[src/rtl/g2_pkg.sv]
package g2_pkg;
   localparam int INSTR_W = 12;

   // instruction bit positions (bit 11 is the most significant)
   localparam int B_CLEAR = 7;
   localparam int B_NEG   = 6;
   localparam int B_ZERO  = 5;
   localparam int B_LINK  = 4;
   localparam int B_INV   = 3;
   localparam int B_OSR   = 2;
   localparam int B_HALT  = 1;
   localparam int B_RSVD  = 0;

   typedef enum logic [1:0] {
      G2_OTHER = 2'd0,
      G2_EXEC  = 2'd1,
      G2_RSVD  = 2'd2
   } g2_class_e;

   typedef struct packed {
      logic clear_ac;
      logic on_neg;
      logic on_zero;
      logic on_link;
      logic invert;
      logic or_switch;
      logic stop;
   } g2_ctl_t;
endpackage

[src/rtl/g2_decode.sv]
module g2_decode
   import g2_pkg::*;
(
   input  logic [INSTR_W-1:0] instr,
   output g2_class_e          cls,
   output g2_ctl_t            ctl
);
   logic family_hit;

   assign family_hit = (instr[11:9] == 3'b111) && instr[8];

   always_comb begin
      ctl.clear_ac  = instr[B_CLEAR];
      ctl.on_neg    = instr[B_NEG];
      ctl.on_zero   = instr[B_ZERO];
      ctl.on_link   = instr[B_LINK];
      ctl.invert    = instr[B_INV];
      ctl.or_switch = instr[B_OSR];
      ctl.stop      = instr[B_HALT];
      if (!family_hit)
         cls = G2_OTHER;
      else if (instr[B_RSVD])
         cls = G2_RSVD;
      else
         cls = G2_EXEC;
   end
endmodule

[src/rtl/g2_skip_eval.sv]
module g2_skip_eval #(
   parameter int W          = 12,
   parameter bit ZERO_CHAIN = 1'b0
) (
   input  logic         on_neg,
   input  logic         on_zero,
   input  logic         on_link,
   input  logic         invert,
   input  logic [W-1:0] ac,
   input  logic         link,
   output logic         take_skip
);
   logic ac_is_zero;
   logic any_hit;

   generate
      if (ZERO_CHAIN) begin : g_zero_chain
         logic [W:0] seen_one;
         assign seen_one[0] = 1'b0;
         for (genvar i = 0; i < W; i++) begin : g_bit
            assign seen_one[i+1] = seen_one[i] | ac[i];
         end
         assign ac_is_zero = ~seen_one[W];
      end else begin : g_zero_reduce
         assign ac_is_zero = ~(|ac);
      end
   endgenerate

   assign any_hit   = (on_neg & ac[W-1]) | (on_zero & ac_is_zero) | (on_link & link);
   assign take_skip = any_hit ^ invert;
endmodule

[src/rtl/g2_acc_path.sv]
module g2_acc_path #(
   parameter int W    = 12,
   parameter int SR_W = 12
) (
   input  logic            clear_ac,
   input  logic            or_switch,
   input  logic [W-1:0]    ac,
   input  logic [SR_W-1:0] sr,
   output logic [W-1:0]    ac_next
);
   logic [W-1:0] sr_ext;
   logic [W-1:0] after_clear;

   generate
      if (SR_W == W) begin : g_sr_full
         assign sr_ext = sr;
      end else begin : g_sr_narrow
         assign sr_ext = {{(W-SR_W){1'b0}}, sr};
      end
   endgenerate

   assign after_clear = clear_ac ? '0 : ac;
   assign ac_next     = or_switch ? (after_clear | sr_ext) : after_clear;
endmodule

[src/rtl/g2_operate_unit.sv]
module g2_operate_unit
   import g2_pkg::*;
#(
   parameter int W          = 12,
   parameter int SR_W       = 12,
   parameter int PC_W       = 12,
   parameter bit ZERO_CHAIN = 1'b0
) (
   input  logic                clk,
   input  logic                rst_n,
   input  logic [INSTR_W-1:0]  instr,
   input  logic [W-1:0]        ac_in,
   input  logic                l_in,
   input  logic [SR_W-1:0]     sr,
   input  logic [PC_W-1:0]     pc_in,
   output logic [PC_W-1:0]     pc_out,
   output logic [W-1:0]        ac_out,
   output logic                skip,
   output logic                halt,
   output logic                valid,
   output logic                unsupported
);
   generate
      if (W < 2) begin : g_bad_w
         $error("g2_operate_unit: W must be at least 2");
      end
      if (SR_W < 1 || SR_W > W) begin : g_bad_sr
         $error("g2_operate_unit: SR_W must lie in 1..W");
      end
      if (PC_W < 1) begin : g_bad_pc
         $error("g2_operate_unit: PC_W must be positive");
      end
   endgenerate

   g2_class_e          cls;
   g2_ctl_t            ctl;
   logic               skip_c;
   logic [W-1:0]       ac_calc;
   logic [PC_W-1:0]    pc_n;
   logic [W-1:0]       ac_n;
   logic               skip_n, halt_n, valid_n, rsvd_n;

   g2_decode u_dec (
      .instr (instr),
      .cls   (cls),
      .ctl   (ctl)
   );

   g2_skip_eval #(.W(W), .ZERO_CHAIN(ZERO_CHAIN)) u_skip (
      .on_neg    (ctl.on_neg),
      .on_zero   (ctl.on_zero),
      .on_link   (ctl.on_link),
      .invert    (ctl.invert),
      .ac        (ac_in),
      .link      (l_in),
      .take_skip (skip_c)
   );

   g2_acc_path #(.W(W), .SR_W(SR_W)) u_acc (
      .clear_ac  (ctl.clear_ac),
      .or_switch (ctl.or_switch),
      .ac        (ac_in),
      .sr        (sr),
      .ac_next   (ac_calc)
   );

   always_comb begin
      pc_n    = pc_in;
      ac_n    = ac_in;
      skip_n  = 1'b0;
      halt_n  = 1'b0;
      valid_n = 1'b0;
      rsvd_n  = 1'b0;
      unique case (cls)
         G2_EXEC: begin
            skip_n  = skip_c;
            pc_n    = pc_in + PC_W'(skip_c);
            ac_n    = ac_calc;
            halt_n  = ctl.stop;
            valid_n = 1'b1;
         end
         G2_RSVD: rsvd_n = 1'b1;
         default: ;
      endcase
   end

   always_ff @(posedge clk) begin
      if (!rst_n) begin
         pc_out      <= '0;
         ac_out      <= '0;
         skip        <= 1'b0;
         halt        <= 1'b0;
         valid       <= 1'b0;
         unsupported <= 1'b0;
      end else begin
         pc_out      <= pc_n;
         ac_out      <= ac_n;
         skip        <= skip_n;
         halt        <= halt_n;
         valid       <= valid_n;
         unsupported <= rsvd_n;
      end
   end
endmodule

[config.mk]
export PLATFORM = sky130hd
export DESIGN_NAME = g2_operate_unit
export DESIGN_NICKNAME = d
export VERILOG_FILES = /design/src/rtl/g2_pkg.sv /design/src/rtl/g2_decode.sv /design/src/rtl/g2_skip_eval.sv /design/src/rtl/g2_acc_path.sv /design/src/rtl/g2_operate_unit.sv
export SDC_FILE = /design/constraint.sdc
export NUM_CORES = 1
export LEC_CHECK = 0
export ABC_AREA = 1
export BUFFER_PORTS_ARGS = -buffer_cell sky130_fd_sc_hd__buf_2
export CAP_MARGIN = 20
export CORE_MARGIN = 5
export CORE_UTILIZATION = 44
export CTS_CLUSTER_SIZE = 24
export DETAILED_ROUTE_END_ITERATION = 6
export PLACE_DENSITY_LB_ADDON = 0.3
export SYNTH_ARGS = -nofsm -noshare
export SYNTH_HDL_FRONTEND = slang
export SYNTH_HIERARCHICAL = 1
export SYNTH_SLANG_ARGS = --single-unit
[constraint.sdc]
create_clock -name clk -period 2.2 [get_ports clk]
set_input_delay 0.22 -clock clk [delete_from_list [all_inputs] [get_ports clk]]
set_output_delay 0.22 -clock clk [all_outputs]
set_load 0.01 [all_outputs]
==> results of run 1 <==
final cells by class:
class	instances	area [um2]	share of cell area, %
sequential	28	560.5	30.09
multi-input combinational	161	747.0	40.09
timing repair buffer	78	390.4	20.95
inverter	19	71.32	3.828
tap	46	57.56	3.089
clock buffer	4	36.28	1.948
stage by stage:
stage          hold WS [ns]  worst slack (ns)  instance area (um2)  power (mW)
4_1_cts              0.1259            0.6430                 1863      0.9872
5_1_grt              0.1236            0.4333                 1863       1.035
6_report             0.1351            0.6345                 1863      0.9734
3_3_place_gp         0.4644            0.3764                 1827      0.7414
3_5_place_dp         0.4666            0.3073                 1827      0.7428
2_1_floorplan        0.3440            0.5942                 1474      0.6625
synth_stat cells (3+ instances only):
cell type,n,area (um2)
inv_1,17,63.81
nand4_1,3,18.77
buf_4,8,60.06
nand2_1,68,255.2
nand3_1,8,40.04
dfxtp_1,28,560.5
nor2_1,47,176.4
o21ai_0,14,70.07
power breakdown:
part | switching (mW) | internal (mW) | total (mW)
combinational | 0.107 | 0.0840 | 0.191
clock | 0.143 | 0.101 | 0.244
sequential | 0.00536 | 0.533 | 0.538
worst paths after layout:
kind | endpoint | start | depth (start not counted) | slack, ns
setup / recovery | pc_out[10]$_SDFF_PN0_ | ac_in[11] | 15 | 0.63
hold / removal | pc_out[6]$_SDFF_PN0_ | pc_in[6] | 2 | 0.14
sequential cells by signal, summed over array words and instances, names as in the netlist:
| name | cells |
|---|---|
| unsupported | 1 |
| valid | 1 |
| skip | 1 |
| halt | 1 |
| pc_out | 12 |
| ac_out | 12 |
metal layers:
layer	GRT usage, %	wire length, um	vias up
li1	-	-	813
met1	17.64	1437	622
met2	28.80	1606	50
met3	4.105	326	2
met4	3.722	14	0
met5	0	0	-
logic make-up (layout without fill, tap and decap cells):
group,count (synthesis),count (layout),synth area share [%]
simple gates,140,140,41.85
compound gates,17,17,5.943
fa+ha+maj,2,2,1.698
buf+inv,32,101,11.29
flops,28,28,38.03
xor+xnor,2,2,1.189
cell usage in the layout (no fill, tap or decap), types with 2 or more instances in the layout:
cell type  Yosys  layout
a21oi_1        2       2
buf_2          1      78
clkbuf_4       0       3
dfxtp_1       28      28
ha_1           2       2
inv_1         17      17
inv_2          2       2
nand2_1       68      68
nand3_1        8       8
nand3_2        2       2
nand4_1        3       3
nor2_1        47      47
nor2_2         2       2
nor3_1         2       2
nor3_2         2       2
nor3b_1        2       2
o21ai_0       14      14
==> results.toml, run 1 <==
[route]
drt-pass1-iter-count = 4
totalWireLength_mm = 3.385
vias = 1487
drcViolationCount = 0
ant_nets = 0
vias_per_cell = 4.426
drtIter0Drc = 134
wl_per_cell_um = 10.07

[sta]
max_freq_ghz = 0.6388
layout_worst_path_cycle_share_pct = 71.16
relSlewSlack_pct = 76.12
fin_tns_setup_ns = 0
tightestPinTransition_ns = 0.3563
finalHoldViolations = 0
report.final.slew_viol_count = 0
rsz0062_at_grt = "false"
fin_crit_ns = 1.565
finalSetupViolCount = 0

[power_and_ir_drop]
p_leak_nw = 1.061
power_density_nw_per_um2 = 522.5
irDropWorstVdd_mv = 0.2209

[synthesis]
ys_seq_area_share_pct = 38.03
avgSynthCellArea_um2 = 6.669
synth_cell_types = 26
synth_nets = 274
ys.flop_type = "dfxtp_1"
ys_warn_count = 6
synth-seq-cells = 28
async_flop_share_pct = 0
synth_edf_count = 0
syn_area_um2 = 1474
synthCells = 221

[die]
die_h_um = 67.88
start_util_pct = 44.88
ioPinCount = 79
coreArea_um2 = 3284
dieWidth_um = 67.88
die_area_um2 = 4607
num_rows = 21

[placement]
buffer_ports.inserted = 78
gp_congestion = 0.7446
hpwl_mm = 2.657
placedCellCount = 332

[clock_tree]
cts-htree-levels = 1
clock_sinks = 28
cts_made_buffers = 3
holdBufCountCts = 0
clk_pin_slew_ns = 0.14
cts_root_buf = "clkbuf_4"
cts.repair.resized = 0
clk_path_buf_depth = 2
cts_tree = "done"
cts_setup_buffers = 0

[cells_and_area]
fillCellCount = 341
final_core_util_pct = 56.72
syn_to_final_growth_pct = 26.40
final_nets = 344
stdcell_count = 336
antennaDiodeCount = 0
post_route_cells_drive_above_1_share_pct = 32.07

[hold_path]
min_path_type = "input port to flip-flop"

[setup_path]
cp_top_family = "simple AND/OR/NAND/NOR gates"
critical_path.max_stage_delay_ns = 0.22
critPathCaptureType = "flip-flop"
arrival_ns = 1.82
worstPathRequired_ns = 2.46
critPathMaxFanout = 6
path_class = "input port to flip-flop"
crit_top_cell = "nand2_1"
crit_chain = "buf_2 > or2_1 > nor2_1 > nand2_1 > nand2_1 > nand2_1 > nand2_1 > ha_1 > ha_1 > nand3_2 > nor2_4 > nand3_1 > nand2_1 > inv_1 > nor2_1"
start_kind = "input port"
critPathSlowestCell = "or2_1"
crit_buf_inv = 2

[global_routing]
antenna_found_initial = 0
grt-ovfl-total = 0
grtUsageTotal_pct = 15.55
grt_max_degree = 22
grt_first_pass_wirelength_mm = 5.533
grt_pass1_vias = 1338

[run]
cap_violations = 0

[status]
outcome = "finished, final reports clean"
Power figures use the tool's default switching activity.
==> run 2: changes to the inputs <==
CORE_UTILIZATION = 40   (was 44)
clock period = 1.3 ns   (was 2.2 ns; I/O delays follow)
==> results.toml, run 2 (synthesis gave the netlist of run 1 again) <==
[status]
violations = "negative setup slack"
outcome = "finished, violations left"

[clock_tree]
clk_pin_slew_ns = 0.10
cts-htree-levels = 1
holdBufCountCts = 0
clock_sinks = 28
cts_tree = "done"
clk_path_buf_depth = 2
cts_made_buffers = 3
cts_root_buf = "clkbuf_8"

[cells_and_area]
syn_to_final_growth_pct = 46.52
final_cell_mix = "buf_2 (77), nand2_1 (65), nor2_1 (44), dfxtp_1 (28), buf_4 (20)"
stdcell_count = 361
post_route_cells_drive_above_1_share_pct = 41.21
final_nets = 367
antennaDiodeCount = 0
multi_input_area_um2 = 832.0
final_core_util_pct = 59.89
final_common_cell = "buf_2"
largestRegisters = "ac_out: 12 flops, pc_out: 12 flops"
final_cell_area_um2 = 2160
seq_area_um2 = 560.5
fillCellCount = 379

[sta]
relSlewSlack_pct = 80.19
finalSetupViolCount = 9
fin_tns_setup_ns = -0.7288
tightestPinTransition_ns = 0.2969
max_freq_ghz = 0.6972
report.final.slew_viol_count = 0
setup_slack_ns = -0.1343
finalHoldViolations = 0
layout_worst_path_cycle_share_pct = 110.3
rsz0062_at_grt = "true"
fin_crit_ns = 1.434

[global_routing]
grt_pass1_vias = 1489
grt_max_degree = 16
grtUsageTotal_pct = 15.12
antenna_found_initial = 0
grt-ovfl-total = 0
grt_first_pass_wirelength_mm = 6.196

[setup_path]
cp_top_family = "simple AND/OR/NAND/NOR gates"
start_kind = "input port"
crit_top_cell = "nand2_1"
critPathMaxFanout = 6
critPathSlowestCell = "or2_1"
crit_buf_inv = 2
path_class = "input port to flip-flop"
worstPathRequired_ns = 1.51
crit_cells = 15
endpoint = "pc_out[10]$_SDFF_PN0_"
critPathCaptureType = "flip-flop"
crit_chain = "buf_6 > or2_1 > nor2_1 > nand2_1 > nand2_1 > nand2_1 > nand2_2 > ha_4 > ha_4 > nand3_4 > nor2_4 > nand3_2 > nand2_1 > inv_1 > nor2_1"
arrival_ns = 1.65
critical_path.max_stage_delay_ns = 0.21
cp-startpoint = "ac_in[11]"

[die]
ioPinCount = 79
dieWidth_um = 70.70
coreArea_um2 = 3606
num_rows = 22
die_area_um2 = 4998
start_util_pct = 40.87
die_h_um = 70.70

[hold_path]
min_path_type = "input port to flip-flop"

[placement]
hpwl_mm = 2.984
placedCellCount = 350
gp_congestion = 0.7336
dpl_cell_area_um2 = 2002
buffer_ports.inserted = 78

[route]
vias = 1621
drtIter0Drc = 97
wl_per_cell_um = 10.69
drcViolationCount = 0
drt-pass1-iter-count = 4
met1_length_mm = 1.558
totalWireLength_mm = 3.858
highest_layer = "met4"
dr_wl_met3_um = 390
vias_per_cell = 4.490
ant_nets = 0
dr_wl_met2_mm = 1.886

[run]
cap_violations = 0

[power_and_ir_drop]
power_mw = 1.840
irDropWorstVdd_mv = 0.3559
p_leak_nw = 1.187
power_density_nw_per_um2 = 852.2
run 2: layout make-up:
type                            count  area share [%]
Clock buffer                        4           2.549
Inverter                           19           3.302
Multi-Input combinational cell    161           38.53
Sequential cell                    28           25.96
Tap cell                           48           2.781
Timing Repair Buffer              101           26.88
run 2: timing repair:
action	4_1_cts	5_1_grt
buffers inserted	2	5
endpoints found under the hold margin	0	0
gates resized for setup	2	11
endpoints found under the setup margin	7	10
pin swaps	1	7
run 2: stage by stage:
step                hold WS (ns)  setup slack (ns)
floorplan                 0.2540           -0.1808
global placement          0.3758           -0.3825
detailed placement        0.3814           -0.4166
CTS                      0.09294           -0.1003
global route             0.08723           -0.2461
finish                   0.09983           -0.1343
run 2: layer usage:
metal,global-route usage (%),vias to the layer above
met4,3.758,0
met5,0,-
li1,-,861
met2,26.36,51
met1,17.76,707
met3,5.114,2
run 2: worst min path at each step:
stage	from	to	slack (ns)	depth (start not counted)
2_1_floorplan	pc_in[6]	pc_out[6]$_SDFF_PN0_	0.25	1
3_3_place_gp	pc_in[6]	pc_out[6]$_SDFF_PN0_	0.38	2
3_5_place_dp	pc_in[6]	pc_out[6]$_SDFF_PN0_	0.38	2
4_1_cts	pc_in[6]	pc_out[6]$_SDFF_PN0_	0.09	2
5_1_grt	instr[1]	halt$_SDFF_PN0_	0.09	2
6_report	pc_in[6]	pc_out[6]$_SDFF_PN0_	0.1	2
run 2: report_power, final:
part	total, mW	leakage (nW)	internal, mW	switching (mW)
clock network	0.545	0.0288	0.271	0.274
registers	0.911	0.232	0.901	0.00984
logic	0.385	0.926	0.180	0.204
total	1.84	1.19	1.35	0.488
==> run 3: changes to the inputs <==
CORE_MARGIN = 2   (was 5)
RECOVER_POWER = 50   (was unset)
==> results.toml, run 3 (synthesis gave the netlist of run 1 again) <==
[setup_path]
critical_path.max_stage_delay_ns = 0.22
start_kind = "input port"
cp_top_family = "simple AND/OR/NAND/NOR gates"
critPathSlowestCell = "or2_1"
crit_chain = "buf_6 > or2_1 > nor2_2 > nand2_1 > nand2_1 > nand2_1 > nand2_2 > ha_4 > ha_4 > nand3_4 > buf_4 > nor3_1 > o21a_1"
critPathCaptureType = "flip-flop"
arrival_ns = 1.66
crit_top_cell = "nand2_1"
critPathMaxFanout = 2
path_class = "input port to flip-flop"
crit_buf_inv = 2
worstPathRequired_ns = 1.52

[placement]
gp_congestion = 0.7879
dpl_cell_area_um2 = 1994
hpwl_mm = 2.833
buffer_ports.inserted = 78
pre_cts_ws_ns = -0.4326

[run]
cap_violations = 0

[hold_path]
hold_depth = 2
min_path_type = "input port to flip-flop"
holdCritStartpoint = "pc_in[6]"
worstHoldEndpoint = "pc_out[6]$_SDFF_PN0_"

[die]
dieWidth_um = 64.70
ioPinCount = 79
die_h_um = 64.70
die_area_um2 = 4186
coreArea_um2 = 3606
num_rows = 22
start_util_pct = 40.87

[sta]
tightestPinTransition_ns = 0.2792
relSlewSlack_pct = 81.36
rsz0062_at_grt = "true"
max_freq_ghz = 0.6986
layout_worst_path_cycle_share_pct = 110.1
fin_crit_ns = 1.432
finalHoldViolations = 0
report.final.slew_viol_count = 0
finalSetupViolCount = 9
setup_slack_ns = -0.1315

[status]
outcome = "finished, violations left"
violations = "negative setup slack"

[cells_and_area]
largestRegisters = "ac_out: 12 flops, pc_out: 12 flops"
multi_input_area_um2 = 822.0
seq_area_um2 = 560.5
fillCellCount = 375
post_route_cells_drive_above_1_share_pct = 32.79
final_cell_area_um2 = 2101
final_nets = 362
final_common_cell = "nand2_1"
final_cell_mix = "nand2_1 (67), buf_2 (55), nor2_1 (44), dfxtp_1 (28), clkbuf_1 (21)"
antennaDiodeCount = 0
syn_to_final_growth_pct = 42.53

[power_and_ir_drop]
power_density_nw_per_um2 = 939.8
p_leak_nw = 1.090
switchingPower_mw = 0.4890
comb_power_share_pct = 19.1
clkPwrFrac_pct = 34.8
p_int_mw = 1.485
irDropWorstVdd_mv = 0.5680
p_seq_share_pct = 46.2
p_sw_share_pct = 24.77

[global_routing]
busiest_layer = "met2"
antenna_found_initial = 0
grt_first_pass_wirelength_mm = 6.244
grt-ovfl-total = 0
grt_util_met1_pct = 20.56
met3_usage_pct = 3.472
grt_max_degree = 17
grtUsageTotal_pct = 18.91
grt_pass1_vias = 1554
use_met2_pct = 37.37

[route]
vias = 1604
ant_nets = 0
totalWireLength_mm = 3.657
vias_per_cell = 4.506
drt-pass1-iter-count = 4
drtIter0Drc = 75
drcViolationCount = 0
wl_per_cell_um = 10.27

[clock_tree]
holdBufCountCts = 0
cts_root_buf = "clkbuf_8"
cts_tree = "done"
clk_pin_slew_ns = 0.10
clk_path_buf_depth = 2
cts-htree-levels = 1
clock_sinks = 28
cts_made_buffers = 3
-- run 3: cell types whose count changed in the layout (fill, tap and decap cells not counted), sizes merged --
cell / delta
buf: -26
bufinv: +1
clkbuf: +20
-- run 3: stage by stage --
step / setup TNS, ns / std cells / hold WS (ns) / power [mW] / utilization (%)
CTS: -0.8775 / 356 / 0.09290 / 2.011 / 58.61
finish: -0.6474 / 356 / 0.1092 / 1.974 / 58.26
global placement: -3.206 / 349 / 0.3761 / 1.300 / 55.31
floorplan: -1.010 / 221 / 0.2540 / 1.134 / -
global route: -2.063 / 356 / 0.1139 / 2.079 / 58.26
detailed placement: -3.665 / 349 / 0.3857 / 1.309 / 55.31
-- run 3: layout make-up --
| type | count | share of cell area (%) |
|---|---|---|
| flip-flops and latches | 28 | 26.68 |
| well taps | 48 | 2.859 |
| clock inverters | 1 | 1.429 |
| inverters | 19 | 3.395 |
| multi-input cells | 161 | 39.13 |
| clock buffers | 3 | 1.965 |
| repair buffers | 96 | 24.54 |
-- run 3: how the worst max path moves through the flow --
stage / slack (ns) / cells after the start / startpoint / to
final: -0.13 / 13 / ac_in[11] / pc_out[6]$_SDFF_PN0_
after global routing: -0.26 / 15 / ac_in[11] / pc_out[10]$_SDFF_PN0_
after CTS: -0.14 / 15 / ac_in[3] / pc_out[8]$_SDFF_PN0_
after detailed placement: -0.43 / 15 / ac_in[11] / pc_out[8]$_SDFF_PN0_
after global placement: -0.38 / 15 / ac_in[11] / pc_out[8]$_SDFF_PN0_
after floorplan: -0.18 / 14 / ac_in[11] / pc_out[10]$_SDFF_PN0_
-- run 3: timing repair --
action	4_1_cts	5_1_grt
pin swaps	16	14
setup buffers	3	0
cloned	0	0
resized for setup	5	4
hold endpoints to repair	0	0
setup endpoints to repair	6	11
-- run 3: power by group through the flow --
| stage | Sequential [mW] | Clock (mW) | Combinational (mW) |
|---|---|---|---|
| after floorplan | 0.956 | 0 | 0.178 |
| after global placement | 0.930 | 0 | 0.370 |
| after detailed placement | 0.931 | 0 | 0.377 |
| after CTS | 0.912 | 0.713 | 0.387 |
| after global routing | 0.916 | 0.732 | 0.431 |
| final | 0.912 | 0.686 | 0.376 |
-- run 3: metal layers --
| layer | up-vias | share of wire, % |
|---|---|---|
| met5 | - | 0 |
| met4 | 0 | 0.46 |
| met3 | 2 | 6.8 |
| met2 | 57 | 51 |
| met1 | 697 | 42 |
| li1 | 848 | - |
